File: src/rtl/link_guard_pkg.sv
package link_guard_pkg;

  // strobes from control to datapath
  typedef struct packed {
    logic timerRun;   // idle timeout may advance
  } guardCtl_t;

  // events from datapath to control
  typedef struct packed {
    logic winGood;    // block closed below the error limit
    logic winBad;     // block closed above the error limit
    logic runDone;    // an idle run just completed
    logic timeUp;     // idle timeout expires this cycle
  } guardEvt_t;

endpackage

File: src/rtl/link_guard_dp.sv
module link_guard_dp
  import link_guard_pkg::*;
#(
  parameter int WIN_LEN   = 1024,
  parameter int ERR_LIMIT = 64,
  parameter int IDLE_RUN  = 12,
  parameter int TIMEOUT   = 25000
) (
  input  logic      clk,
  input  logic      rstN,
  input  logic      symValid,
  input  logic      symErr,
  input  logic      symIdle,
  input  guardCtl_t ctl,
  output guardEvt_t evt
);

  localparam int SYM_W = $clog2(WIN_LEN);
  localparam int ERR_W = $clog2(ERR_LIMIT) + 1;
  localparam int RUN_W = $clog2(IDLE_RUN + 1);
  localparam int TMR_W = $clog2(TIMEOUT + 1);
  localparam logic [ERR_W-1:0] ERR_MAX = {ERR_W{1'b1}};
  localparam logic [ERR_W-1:0] ERR_LIM = ERR_W'(ERR_LIMIT);

  logic [SYM_W-1:0] symCnt;
  logic [ERR_W-1:0] errCnt, errNext;
  logic [RUN_W-1:0] runCnt;
  logic [TMR_W-1:0] tmrCnt;
  logic lastSym, addErr, runHit;

  assign lastSym = symValid && (symCnt == SYM_W'(WIN_LEN - 1));
  assign addErr  = symValid && symErr;
  assign errNext = (addErr && errCnt != ERR_MAX) ? errCnt + 1'b1 : errCnt;
  assign runHit  = symValid && symIdle && (runCnt == RUN_W'(IDLE_RUN - 1));

  // block position and saturating error tally
  always_ff @(posedge clk) begin
    if (!rstN) begin
      symCnt <= '0;
      errCnt <= '0;
    end else if (lastSym) begin
      symCnt <= '0;
      errCnt <= '0;
    end else begin
      if (symValid) symCnt <= symCnt + 1'b1;
      errCnt <= errNext;
    end
  end

  // consecutive idle run length
  always_ff @(posedge clk) begin
    if (!rstN) runCnt <= '0;
    else if (symValid) begin
      if (!symIdle || runHit) runCnt <= '0;
      else                    runCnt <= runCnt + 1'b1;
    end
  end

  // idle timeout, restarted by each completed run
  always_ff @(posedge clk) begin
    if (!rstN || !ctl.timerRun || runHit) tmrCnt <= '0;
    else if (tmrCnt != TMR_W'(TIMEOUT - 1)) tmrCnt <= tmrCnt + 1'b1;
  end

  always_comb begin
    evt.winGood = lastSym && (errNext < ERR_LIM);
    evt.winBad  = lastSym && (errNext > ERR_LIM);
    evt.runDone = runHit;
    evt.timeUp  = ctl.timerRun && !runHit && (tmrCnt == TMR_W'(TIMEOUT - 1));
  end

endmodule

File: src/rtl/link_guard_ctl.sv
module link_guard_ctl
  import link_guard_pkg::*;
(
  input  logic      clk,
  input  logic      rstN,
  input  logic      modeEnh,
  input  logic      anEn,
  input  logic      diagOverride,
  input  logic      statRead,
  input  guardEvt_t evt,
  output guardCtl_t ctl,
  output logic      linkUp,
  output logic      linkStat,
  output logic      linkIrq,
  output logic      renegReq,
  output logic      txData
);

  logic dropNow, upNext;

  assign dropNow = linkUp && (modeEnh ? evt.timeUp : evt.winBad);
  assign upNext  = linkUp ? !dropNow : evt.winGood;

  always_ff @(posedge clk) begin
    if (!rstN) begin
      linkUp   <= 1'b0;
      linkStat <= 1'b0;
      linkIrq  <= 1'b0;
      renegReq <= 1'b0;
    end else begin
      linkUp   <= upNext;
      linkIrq  <= dropNow;
      renegReq <= dropNow && anEn;
      if (dropNow)       linkStat <= 1'b0;
      else if (statRead) linkStat <= upNext;
    end
  end

  // evt.runDone is consumed inside the datapath timer
  logic unusedRun;
  assign unusedRun = evt.runDone;

  assign ctl.timerRun = linkUp && modeEnh;
  assign txData       = linkUp || (diagOverride && !anEn);

endmodule

File: src/rtl/link_guard.sv
module link_guard
  import link_guard_pkg::*;
#(
  parameter int WIN_LEN   = 1024,
  parameter int ERR_LIMIT = 64,
  parameter int IDLE_RUN  = 12,
  parameter int TIMEOUT   = 25000
) (
  input  logic clk,
  input  logic rstN,
  input  logic symValid,
  input  logic symErr,
  input  logic symIdle,
  input  logic modeEnh,
  input  logic anEn,
  input  logic diagOverride,
  input  logic statRead,
  output logic linkUp,
  output logic linkStat,
  output logic linkIrq,
  output logic renegReq,
  output logic txData
);

  guardCtl_t ctl;
  guardEvt_t evt;

  link_guard_dp #(
    .WIN_LEN(WIN_LEN), .ERR_LIMIT(ERR_LIMIT),
    .IDLE_RUN(IDLE_RUN), .TIMEOUT(TIMEOUT)
  ) u_dp (
    .clk(clk), .rstN(rstN), .symValid(symValid), .symErr(symErr),
    .symIdle(symIdle), .ctl(ctl), .evt(evt)
  );

  link_guard_ctl u_ctl (
    .clk(clk), .rstN(rstN), .modeEnh(modeEnh), .anEn(anEn),
    .diagOverride(diagOverride), .statRead(statRead), .evt(evt),
    .ctl(ctl), .linkUp(linkUp), .linkStat(linkStat), .linkIrq(linkIrq),
    .renegReq(renegReq), .txData(txData)
  );

endmodule

File: config.mk
export PLATFORM = sky130hd
export DESIGN_NAME = link_guard
export DESIGN_NICKNAME = d
export VERILOG_FILES = /design/src/rtl/link_guard_pkg.sv /design/src/rtl/link_guard_dp.sv /design/src/rtl/link_guard_ctl.sv /design/src/rtl/link_guard.sv
export SDC_FILE = /design/constraint.sdc
export NUM_CORES = 1
export LEC_CHECK = 0
export BUFFER_PORTS_ARGS = -buffer_cell sky130_fd_sc_hd__buf_2
export CORE_ASPECT_RATIO = 0.7
export CORE_UTILIZATION = 45
export CTS_CLUSTER_SIZE = 40
export DETAILED_ROUTE_END_ITERATION = 6
export PLACE_DENSITY_LB_ADDON = 0.08
export SETUP_SLACK_MARGIN = 0.02
export SYNTH_ARGS = -nofsm -noshare
export SYNTH_HDL_FRONTEND = slang
export SYNTH_SLANG_ARGS = --single-unit
File: constraint.sdc
create_clock -name clk -period 1.7 [get_ports clk]
set_input_delay 0.085 -clock clk [delete_from_list [all_inputs] [get_ports clk]]
set_output_delay 0.085 -clock clk [all_outputs]
set_load 0.01 [all_outputs]
==> results.md <==
* Status: finished, violations left
* Violated checks: setup timing
* GRT Overall Usage at 0.191
* Max-slew violations at 0
* Pre-CTS setup slack at -0.0389 ns
* Largest net degree at the start of global routing at 13
* Clock Sinks at 40
* Hold Path Cell Cnt at 2
* Setup_tns at -0.0461 ns
* Gr ovfl total at 0
* Depth of the CTS H-tree at 2
* Synthesized area per cell at slightly below 9 um2
* Final HPWL DP at 2930 um
* Post-Route WL at 3920 um
* Worst stage delay on the critical path at between 0.3 and 0.4 ns
* Setup Fix Bufs, Post-CTS at 0
* VDD IR max at between 500 and 600 uV
* Final Hold Fails at 0
* Setup-failing EPs final at 2
* Vias per cell at 5.13
* Synth-to-layout area growth at 22.9%
* IO Count at 14
* PD cells at around 800 nW/um2
* Rel. slew slack at 0.801
* R2R Path Start: u_dp.errCnt[0]
* WL met2 at 1640 um
* Post-synth top area cell: dfxtp_1
* Remaining DRCs at 0
* # port buffers at 13
* CORE AREA at 3970 um2
* Chip Height at 56.3 um
* Clock Latency Late Sink at 0.29 ns
* Initial antenna violation count at 0
* Die area at 4470 um2
* CP Class: flip-flop to flip-flop
* Synth cell types at 41
* Leakage at 0.902 nW
* Top post-synthesis cells by area: dfxtp_1 42%, xor2_1 8.3%, nor2_1 8.1%, xnor2_1 4.6%, nand2_1 3.6%
* Vias at 1,540
* CP max FO at 4
* Final Cycle Share at 1.02
* Final Net Count at 260
* Post-Syn Area at between 1500 and 2000 um2
* DR WL/cell at 13.1 um
* F_max at just under 0.6 GHz
* Hold Path Origin: anEn
* Detailed-router iteration count before antenna repair at 4
* Crit. End Element: flip-flop
* Fraction of layout instances using a drive strength above 1 at 0.234
* Sequential area share after synthesis at 0.423
* FF+latch count, synth at 40
* Max cap viols at 0
* Post-route ant nets at 0
* 1st-iter DRT viols at just under 90
* Antenna Cells at 0
* Die W at 79.5 um
* CP cell instances: ha_4, and3_4, a31o_4, a221o_1, o221a_4, and3_1
* WL met1 at 2080 um
* Initial Util at 0.477
* First-pass GRT wire length at between 6000 and 7000 um
* Slew @ Worst Pin at slightly below 0.3 ns
* GPL Wtd Cong at between 0.7 and 0.8
* Clk slew on worst S/H paths at 0.08 ns
* Worst R2R End: u_ctl.renegReq
* Max layer used: met4
* Std cell rows at 19
* Slowest-stage cell, CP: dfxtp_4
* CP arrival at 1.92 ns
* Clk_skew at approximately 0.006 ns
* Worst r2r path cells at 6
* Mapped Nets at ~230
* WL met3 at 152 um
* Yosys top cell area share at 0.423
* YS warnings at 0
* Vias in the first global route at between 1k and 1.5k
* CP Launch Type: flip-flop
* Post-Syn Instances at 213
* Worst hold path class: input pin to flip-flop
* Final worst slack at -0.0291 ns
* Number of CTS-inserted buffers at 5
* Worst R2R Setup Slack at -0.03 ns
* Root Buffer: clkbuf_8
* Minimum clock period at 1.73 ns
* Crit path required time at around 1.9 ns
* Hold EP: u_ctl.renegReq
* CTS tree: yes
* Unrepaired setup endpoints after global routing: yes
* Clk buf depth at 2
how the worst max path moves through the flow:
stage,startpoint,endpoint,slack [ns],cells after the start
floorplan,u_dp.errCnt[0],u_ctl.renegReq,0.002,6
global placement,u_dp.errCnt[0],u_ctl.renegReq,-0.01,6
detailed placement,u_dp.errCnt[0],u_ctl.linkUp,-0.04,6
CTS,u_dp.errCnt[0],u_ctl.renegReq,-0.02,6
global route,u_dp.errCnt[0],u_ctl.renegReq,-0.06,6
finish,u_dp.errCnt[0],u_ctl.renegReq,-0.03,6
layout by cell type (no fill, tap or decap), drive strengths merged, types with 2 or more instances in the layout:
master / synthesis / routed
nor2: 41 / 41
xnor2: 10 / 10
nor3: 5 / 5
nand2: 18 / 18
dfxtp: 40 / 40
nor3b: 3 / 3
and4: 2 / 2
inv: 5 / 5
xor2: 18 / 18
a31oi: 2 / 2
buf: 2 / 32
clkbuf: 4 / 7
and3: 4 / 4
nand3: 13 / 13
nor4: 2 / 2
ha: 4 / 4
and2: 3 / 3
o21ai: 2 / 2
a21oi: 4 / 4
nand4: 10 / 10
mux2i: 4 / 4
power breakdown:
group	switching [mW]	leakage [nW]	total [mW]	internal, mW
logic	0.0508	0.513	0.0967	0.0459
clock network	0.334	0.0645	0.852	0.518
registers	0.0114	0.325	0.960	0.949
layer usage:
layer,vias to the layer above,track usage
met5,-,0
li1,800,-
met1,713,0.287
met4,0,0.0701
met2,22,0.254
met3,5,0.0537
layout make-up:
| type | count | area, um2 |
|---|---|---|
| repair buffers | 33 | 218 |
| clock inverters | 1 | 30.0 |
| fillers | 342 | 1640 |
| multi-input cells | 162 | 1090 |
| clock buffers | 7 | 96.3 |
| inverters | 5 | 18.8 |
| flip-flops and latches | 40 | 807 |
| well taps | 52 | 65.1 |
critical path, delay by kind of cell, from the launching register on:
family,cells,cell delay [ns]
AOI/OAI and AO/OA,3,0.80
DFF,1,0.36
and+or+nand+nor,2,0.30
adders and majority gates,1,0.16
registers in the layout (all words and copies together) (netlist names):
| signal | flops |
|---|---|
| u_ctl.renegReq | 1 |
| u_ctl.linkStat | 1 |
| u_dp.errCnt | 7 |
| u_dp.runCnt | 4 |
| u_dp.tmrCnt | 15 |
| u_dp.symCnt | 10 |
| u_ctl.linkIrq | 1 |
| u_ctl.linkUp | 1 |
synthesized netlist by cell type, drive strengths merged:
cell     number
nor2         41
dfxtp        40
nand2        18
xor2         18
nand3        13
nand4        10
xnor2        10
inv           5
nor3          5
a21oi         4
and3          4
clkbuf        4
ha            4
mux2i         4
and2          3
nor3b         3
a31oi         2
and4          2
buf           2
nor4          2
o21ai         2
a211oi        1
a21boi        1
a21o          1
a221o         1
a22o          1
a31o          1
and2b         1
and3b         1
nand2b        1
nand3b        1
nand4b        1
nand4bb       1
nor2b         1
o21a          1
o221a         1
o31a          1
or4           1
cells by family after synthesis:
| group | after synthesis | synth area share |
|---|---|---|
| flops | 40 | 0.423 |
| mux | 4 | 0.0212 |
| xor+xnor | 28 | 0.130 |
| simple gates | 109 | 0.302 |
| buf+inv | 11 | 0.0245 |
| fa+ha+maj | 4 | 0.0264 |
| compound gates | 17 | 0.0734 |
timing repair:
item                       in CTS  in global routing
hold buffers                    1                  0
setup endpoints to repair       4                 19
gates resized for setup         1                  5
hold endpoints to repair        1                  0
pin swaps                       3                  1
per-stage QoR:
step / cell area (um2) / total power [mW] / hold WS (ns) / util / std cells
floorplan: 1930 / 1.03 / 0.178 / - / 213
CTS: 2310 / 1.93 / 0.0531 / 0.582 / 300
detailed placement: 2170 / 1.08 / 0.297 / 0.547 / 291
global route: 2330 / 1.98 / 0.0483 / 0.586 / 300
finish: 2330 / 1.91 / 0.0574 / 0.586 / 300
global placement: 2170 / 1.07 / 0.293 / 0.547 / 291
(Power assumes the default switching activity.)
